<file path="config.mk">
export PLATFORM = sky130hd
export DESIGN_NAME = flash_status_resp
export DESIGN_NICKNAME = d
export VERILOG_FILES = /design/src/rtl/flash_stat_pkg.sv /design/src/rtl/fs_dur_sel.sv /design/src/rtl/fs_op_timer.sv /design/src/rtl/fs_toggle.sv /design/src/rtl/fs_status_mux.sv /design/src/rtl/flash_status_resp.sv
export SDC_FILE = /design/constraint.sdc
export NUM_CORES = 1
export LEC_CHECK = 0
export ABC_AREA = 1
export CAP_MARGIN = 20
export CORE_UTILIZATION = 40
export CTS_CLUSTER_DIAMETER = 30
export DETAILED_ROUTE_END_ITERATION = 8
export PLACE_DENSITY_LB_ADDON = 0.1
export SYNTH_ARGS = -nofsm -noshare
export SYNTH_HDL_FRONTEND = slang
export SYNTH_HIERARCHICAL = 1
export SYNTH_SLANG_ARGS = --single-unit
</file>
<file path="constraint.sdc">
create_clock -name clk_i -period 5.5 [get_ports clk_i]
set_input_delay 0.825 -clock clk_i [delete_from_list [all_inputs] [get_ports clk_i]]
set_output_delay 0.825 -clock clk_i [all_outputs]
set_load 0.03 [all_outputs]
</file>
<file path="src/rtl/flash_stat_pkg.sv">
package flash_stat_pkg;
  typedef enum logic {OP_PROG = 1'b0, OP_ERASE = 1'b1} op_e;

  function automatic int unsigned max4(int unsigned a, int unsigned b,
                                       int unsigned c, int unsigned d);
    int unsigned m;
    m = a;
    if (b > m) m = b;
    if (c > m) m = c;
    if (d > m) m = d;
    return m;
  endfunction
endpackage

</file>
<file path="src/rtl/fs_dur_sel.sv">
module fs_dur_sel
  import flash_stat_pkg::*;
#(
  parameter int unsigned PROG_CYC       = 500,
  parameter int unsigned ERASE_CYC      = 40000,
  parameter int unsigned PROT_PROG_CYC  = 50,
  parameter int unsigned PROT_ERASE_CYC = 5000,
  parameter int unsigned CNT_W          = 16
) (
  input  op_e              op_i,
  input  logic             prot_i,
  output logic [CNT_W-1:0] len_o
);
  always_comb begin
    unique case ({prot_i, op_i})
      {1'b0, OP_PROG}:  len_o = CNT_W'(PROG_CYC);
      {1'b0, OP_ERASE}: len_o = CNT_W'(ERASE_CYC);
      {1'b1, OP_PROG}:  len_o = CNT_W'(PROT_PROG_CYC);
      default:          len_o = CNT_W'(PROT_ERASE_CYC);
    endcase
  end
endmodule

</file>
<file path="src/rtl/fs_op_timer.sv">
module fs_op_timer #(
  parameter int unsigned CNT_W = 16
) (
  input  logic             clk_i,
  input  logic             rst_ni,
  input  logic             start_i,
  input  logic [CNT_W-1:0] len_i,
  output logic             busy_o,
  output logic             last_o
);
  logic             busy_q;
  logic [CNT_W-1:0] cnt_q;

  always_ff @(posedge clk_i or negedge rst_ni) begin
    if (!rst_ni) begin
      busy_q <= 1'b0;
      cnt_q  <= '0;
    end else if (!busy_q) begin
      if (start_i) begin
        busy_q <= 1'b1;
        cnt_q  <= len_i - 1'b1;
      end
    end else if (cnt_q == '0) begin
      busy_q <= 1'b0;
    end else begin
      cnt_q <= cnt_q - 1'b1;
    end
  end

  assign busy_o = busy_q;
  assign last_o = busy_q && (cnt_q == '0);
endmodule

</file>
<file path="src/rtl/fs_toggle.sv">
module fs_toggle (
  input  logic clk_i,
  input  logic rst_ni,
  input  logic clear_i,
  input  logic busy_i,
  input  logic rd_i,
  output logic tgl_o
);
  logic tgl_q;

  always_ff @(posedge clk_i or negedge rst_ni) begin
    if (!rst_ni)             tgl_q <= 1'b0;
    else if (clear_i)        tgl_q <= 1'b0;
    else if (busy_i && rd_i) tgl_q <= ~tgl_q;
  end

  assign tgl_o = tgl_q;
endmodule

</file>
<file path="src/rtl/fs_status_mux.sv">
module fs_status_mux (
  input  logic       busy_i,
  input  logic       last_i,
  input  logic       poll_i,
  input  logic       tgl_i,
  input  logic [7:0] data_i,
  output logic [7:0] rd_data_o
);
  always_comb begin
    if (!busy_i) rd_data_o = data_i;
    else         rd_data_o = {(last_i ? data_i[7] : poll_i), tgl_i, 6'b0};
  end
endmodule

</file>
<file path="src/rtl/flash_status_resp.sv">
module flash_status_resp
  import flash_stat_pkg::*;
#(
  parameter int unsigned PROG_CYC       = 500,
  parameter int unsigned ERASE_CYC      = 40000,
  parameter int unsigned PROT_PROG_CYC  = 50,
  parameter int unsigned PROT_ERASE_CYC = 5000
) (
  input  logic       clk_i,
  input  logic       rst_ni,
  input  logic       start_i,
  input  logic       op_erase_i,
  input  logic       protected_i,
  input  logic [7:0] data_i,
  input  logic       oe_rd_i,
  input  logic       ce_rd_i,
  output logic [7:0] rd_data_o,
  output logic       busy_od_o
);
  localparam int unsigned MAX_CYC = max4(PROG_CYC, ERASE_CYC, PROT_PROG_CYC, PROT_ERASE_CYC);
  localparam int unsigned CNT_W   = $clog2(MAX_CYC + 1) + 1;

  op_e              op_in_w;
  op_e              op_q;
  logic             poll_q;
  logic [CNT_W-1:0] len_w;
  logic             busy_w, last_w, tgl_w, accept_w, rd_w;

  assign op_in_w  = op_e'(op_erase_i);
  assign accept_w = start_i && !busy_w;
  assign rd_w     = oe_rd_i | ce_rd_i;

  fs_dur_sel #(
    .PROG_CYC(PROG_CYC), .ERASE_CYC(ERASE_CYC),
    .PROT_PROG_CYC(PROT_PROG_CYC), .PROT_ERASE_CYC(PROT_ERASE_CYC),
    .CNT_W(CNT_W)
  ) u_dur (
    .op_i(op_in_w), .prot_i(protected_i), .len_o(len_w)
  );

  fs_op_timer #(.CNT_W(CNT_W)) u_tmr (
    .clk_i(clk_i), .rst_ni(rst_ni), .start_i(start_i), .len_i(len_w),
    .busy_o(busy_w), .last_o(last_w)
  );

  fs_toggle u_tgl (
    .clk_i(clk_i), .rst_ni(rst_ni), .clear_i(accept_w), .busy_i(busy_w),
    .rd_i(rd_w), .tgl_o(tgl_w)
  );

  // operation context latched only on an accepted start
  always_ff @(posedge clk_i or negedge rst_ni) begin
    if (!rst_ni) begin
      op_q   <= OP_PROG;
      poll_q <= 1'b0;
    end else if (accept_w) begin
      op_q   <= op_in_w;
      poll_q <= (op_in_w == OP_ERASE) ? 1'b0 : ~data_i[7];
    end
  end

  fs_status_mux u_mux (
    .busy_i(busy_w), .last_i(last_w), .poll_i(poll_q), .tgl_i(tgl_w),
    .data_i(data_i), .rd_data_o(rd_data_o)
  );

  assign busy_od_o = busy_w;
endmodule

</file>
Word level (Yosys, flattened, before mapping):

Cells that the tools add are included.

* register bits after elaboration: 20
* input port bits: 15
* word-level logic and storage cells: 33
* output and inout port bits: 9

* mux-type cells: 12
* reduce and logical (&&, ||, !) cells: 9
* equality and inequality tests: 3
* bitwise gates (word level): 3
* $add $sub $neg: 2

Operators by type and width (count)
* 17-bit two-way mux: 3
* 16-bit one-hot mux with 3 select lines: 1
* 17-bit zero test: 1
* 16-bit by 1-bit subtractor with 17-bit output (second input constant): 1
* 17-bit by 1-bit subtractor with 17-bit output (second input constant): 1
* 8-bit two-way mux: 1
* 1-bit two-way mux: 7
* 2-bit nonzero test: 2
* 1-bit logical AND: 3
* 2-bit by 1-bit == test with 1-bit output (second input constant): 1
* 2-bit == test (second input constant): 1
* 2-bit zero test: 1
* 2-bit != test (second input constant): 1
* 1-bit NOT: 2
* 2-bit AND reduction: 1
* 1-bit zero test: 1
* 1-bit bitwise OR: 1

Depth between registers and ports, before layout:

* depth in word-level cells: 5
* mapped depth: 15
* mapped depth without buffers: 14

Cells and area by module:

Netlist, hierarchy kept.

Modules (own cells, without submodules)
* fs_op_timer: times used 1, cells an instance 252, sequential area each 450.4 sq um, area each 1647.8 sq um
* fs_dur_sel: times used 1, cells an instance 25, sequential area each 0.0 sq um, area each 191.4 sq um
* fs_status_mux: times used 1, cells an instance 24, sequential area each 0.0 sq um, area each 102.6 sq um
* flash_status_resp: times used 1, cells an instance 10, sequential area each 25.0 sq um, area each 63.8 sq um
* fs_toggle: times used 1, cells an instance 8, sequential area each 25.0 sq um, area each 52.6 sq um

Least setup slack after synthesis:

OpenSTA, ideal clock, no wires.

* kind: input to output
* from: input port data_i[6]
* to: output port rd_data_o[6]
* data required time: 4675 ps
* path slack: 3151 ps
* arrival time: 1524 ps
* stages on the path: 2
* path buffers: 0
* cells stage by stage: inv_1 > o21ai_0

* word-level cells in the longest chain between the ends: 1

RTL lines
* from (decl): line flash_status_resp.sv:14 `input logic [7:0] data_i,`
* 8-bit two-way mux: line fs_status_mux.sv:10 `if (!busy_i) rd_data_o = data_i;`
* to (decl): line flash_status_resp.sv:17 `output logic [7:0] rd_data_o,`

No other way between the ends.

Worst setup path in the final report:

* from: register u_tmr.busy_q (netlist: u_tmr/busy_o)
* to: output port rd_data_o[7]

* word-level cells in the longest chain between the ends: 3

RTL lines
* from (decl): line fs_op_timer.sv:11 `logic busy_q;`
* from (signal assigned): line fs_op_timer.sv:16 `busy_q <= 1'b0;`
* from (signal assigned): line fs_op_timer.sv:20 `busy_q <= 1'b1;`
* from (signal assigned): line fs_op_timer.sv:24 `busy_q <= 1'b0;`
* 1-bit logical AND: line fs_op_timer.sv:31 `assign last_o = busy_q && (cnt_q == '0);`
* net last_w: line flash_status_resp.sv:27 `logic busy_w, last_w, tgl_w, accept_w, rd_w;`
* 1-bit two-way mux: line fs_status_mux.sv:11 `else rd_data_o = {(last_i ? data_i[7] : poll_i), tgl_i, 6'b0};`
* 8-bit two-way mux: line fs_status_mux.sv:10

The timed path passes the listed nets, and every way through them passes these cells.

==> results.json <==
{
  "final.period_utilization_pct": 58.16,
  "insertion_delay_ns": 0.26,
  "setup_tns_ns": 0,
  "first_pass_iters": 4,
  "worstPathRequired_ns": 4.68,
  "p_switching_mw": 0.4459,
  "nets": 358,
  "ant_nets": 0,
  "design_area_um2": 2320,
  "slew_headroom_pct": 37.54,
  "h-tree-depth": 1,
  "finalClockSkew_ns": 0.007251,
  "routed_wl_mm": 4.447,
  "power_frac_comb_pct": 57.1,
  "seqPwrFrac_pct": 26.9,
  "finalSetupViolCount": 0,
  "whs_ns": 0.4906,
  "synth_area_um2": 2058,
  "via_per_inst": 4.416,
  "r2r-end": "u_tmr/cnt_q[12]",
  "grt_pass1_wl_mm": 7.452,
  "worst_pin_slew_ns": 0.9339,
  "status": "complete, no violations",
  "yosys_warnings": 6,
  "rrSetupSlack_ns": 3.40,
  "p_int_mw": 0.5009,
  "ys_ff_latch": 20,
  "ios": 24,
  "critPathKind": "flop to output pin",
  "power_leakage_nw": 1.236,
  "syn_avg_cell_area_um2": 6.452,
  "track_usage_pct": 18.27,
  "area_growth_syn_to_layout_pct": 12.70,
  "antenna_found_initial": 0,
  "layout_common_cells": "107 x nand2_1, 48 x inv_1, 29 x nor2_1, 23 x clkdlybuf4s50_1, 22 x nand3_1",
  "synthDistinctLibCells": 31,
  "die_x_um": 73.73,
  "post_cts_resized": 0,
  "cp-endpoint": "rd_data_o[7]",
  "vias": 1771,
  "gp_congestion": 0.8194,
  "ir_worst_vdd_mv": 0.1648,
  "holdPathStages": 2,
  "antennaDiodeCount": 0,
  "die_h_um": 73.73,
  "startpoint": "u_tmr/busy_o",
  "final_util_pct": 47.85,
  "clockBufferDepth": 2,
  "grt_max_degree": 40,
  "min_period_ns": 3.199,
  "num_rows": 25,
  "clkTransAtPathRegs_ns": 0.09,
  "power.density_nw_per_um2": 408.2,
  "hpwl_mm": 3.371,
  "hold_violations": 0,
  "routedWlPerCell_um": 11.09,
  "grt-ovfl-total": 0,
  "core_um2": 4848,
  "slew_violations": 0,
  "portBuffers": 23,
  "crit_fanout": 39,
  "arrival_ns": 2.37,
  "start_kind": "flop",
  "numCtsBuffers": 3,
  "worstSetupEndpointType": "output pin",
  "rr_startpoint": "u_tmr/busy_o",
  "ys_seq_area_share_pct": 24.32,
  "postSynthCellCount": 319,
  "fmax_mhz": 312.6,
  "postCtsHoldBufs": 0,
  "clock-root-buffer": "clkbuf_8",
  "postCtsSetupBuffers": 0,
  "clkPwrFrac_pct": 16.0,
  "drive_above_1_share_pct": 15.27,
  "placed_cell_area_um2": 2248,
  "cts_tree": "built",
  "dieArea_um2": 5436,
  "grt_pass1_vias": 1620,
  "netSwitchingFraction_pct": 47.10,
  "initial_core_util_pct": 42.45,
  "final_common_cell": "nand2_1",
  "cts_num_sinks": 20,
  "worstRegToRegCells": 11,
  "hp-class": "flop to flop",
  "grt_setup_unrepaired": "no",
  "cap_violations": 0,
  "drt-initial-drc-count": 107,
  "route.detailed.drc": 0
}
registers in the layout (all words and copies together), names as in the netlist:
signal and flops:
poll_q 1, u_tmr/cnt_q 17, u_tmr/busy_o 1, u_tgl/tgl_o 1
worst max-delay path, cell delays in order (launching register included):
cell	delay, ns
dfrtp_1	0.33
buf_4	0.39
nand4_1	0.24
nand3b_1	0.22
inv_1	0.06
inv_1	0.05
nand3_1	0.08
nand2_1	0.06
inv_1	0.04
clkdlybuf4s50_1	0.65
power by group through the flow:
stage / logic (mW) / clock network (mW) / registers, mW
2_1_floorplan: 0.449 / 0 / 0.247
3_3_place_gp: 0.541 / 0 / 0.257
3_5_place_dp: 0.544 / 0 / 0.256
4_1_cts: 0.548 / 0.158 / 0.254
5_1_grt: 0.622 / 0.163 / 0.265
6_report: 0.541 / 0.152 / 0.255
worst min-delay path by stage:
stage,to,slack (ns),start
CTS,poll_q,0.50,poll_q
detailed placement,u_tmr/cnt_q[16],0.48,u_tmr/cnt_q[16]
global route,poll_q,0.52,poll_q
global placement,u_tmr/cnt_q[16],0.47,u_tmr/cnt_q[16]
finish,poll_q,0.49,poll_q
floorplan,poll_q,0.45,poll_q
synth_stat cells:
cell,count,area [µm²]
inv_8,1,11.26
or2_2,1,6.260
buf_2,2,10.01
nand3_4,1,17.52
nand4_1,5,31.28
nand2_2,18,112.6
ha_1,8,100.1
nand3_2,1,10.01
nand2_1,107,401.6
nand3b_1,1,7.510
o21bai_1,2,15.01
buf_6,2,22.52
o21ai_1,1,5.000
nor2_1,29,108.9
inv_1,48,180.2
conb_1,1,3.750
buf_4,11,82.58
xnor2_1,1,8.760
or2_1,1,6.260
nor2_4,6,67.56
nand2_4,4,45.04
o21ai_2,1,8.760
buf_12,1,20.02
nand3_1,22,110.1
nor3_4,1,16.27
buf_8,1,15.01
xor2_1,2,17.52
a21oi_2,1,8.760
o21ai_0,9,45.04
nor2_2,10,62.56
dfrtp_1,20,500.5
metal layers:
metal	track usage (%)	wire length, µm	share of wire [%]	vias up
li1	-	-	-	977
met1	23.91	2099	47	749
met5	0	0	0	-
met2	31.60	2013	45	43
met3	2.058	306	6.9	2
met4	5.128	29	0.65	0
cell type report:
| type | count | area (µm²) |
|---|---|---|
| repair buffers | 25 | 245.2 |
| multi-input cells | 236 | 1227 |
| clock inverters | 1 | 30.03 |
| flip-flops and latches | 20 | 500.5 |
| clock buffers | 3 | 41.29 |
| fillers | 532 | 2529 |
| inverters | 49 | 191.4 |
| well taps | 67 | 83.83 |
through the flow:
stage          worst slack [ns]  instances  total power [mW]
6_report                  2.301        401            0.9468
5_1_grt                   2.132        401             1.050
4_1_cts                   2.244        401            0.9602
3_3_place_gp              2.367        397            0.7979
2_1_floorplan             3.151        322            0.6959
3_5_place_dp              2.375        397            0.8007
cells by family (layout without fill, tap and decap cells):
family	count (synthesis)	after routing	synth area share, %
AO/OA/AOI/OAI	14	14	4.012
buffers and inverters	66	78	16.60
other	1	4	0.1822
AND/OR/NAND/NOR	207	207	48.75
adder cells (fa/ha/maj)	8	8	4.863
XOR/XNOR	3	3	1.277
flip-flops	20	20	24.32
(Power assumes the default switching activity.)
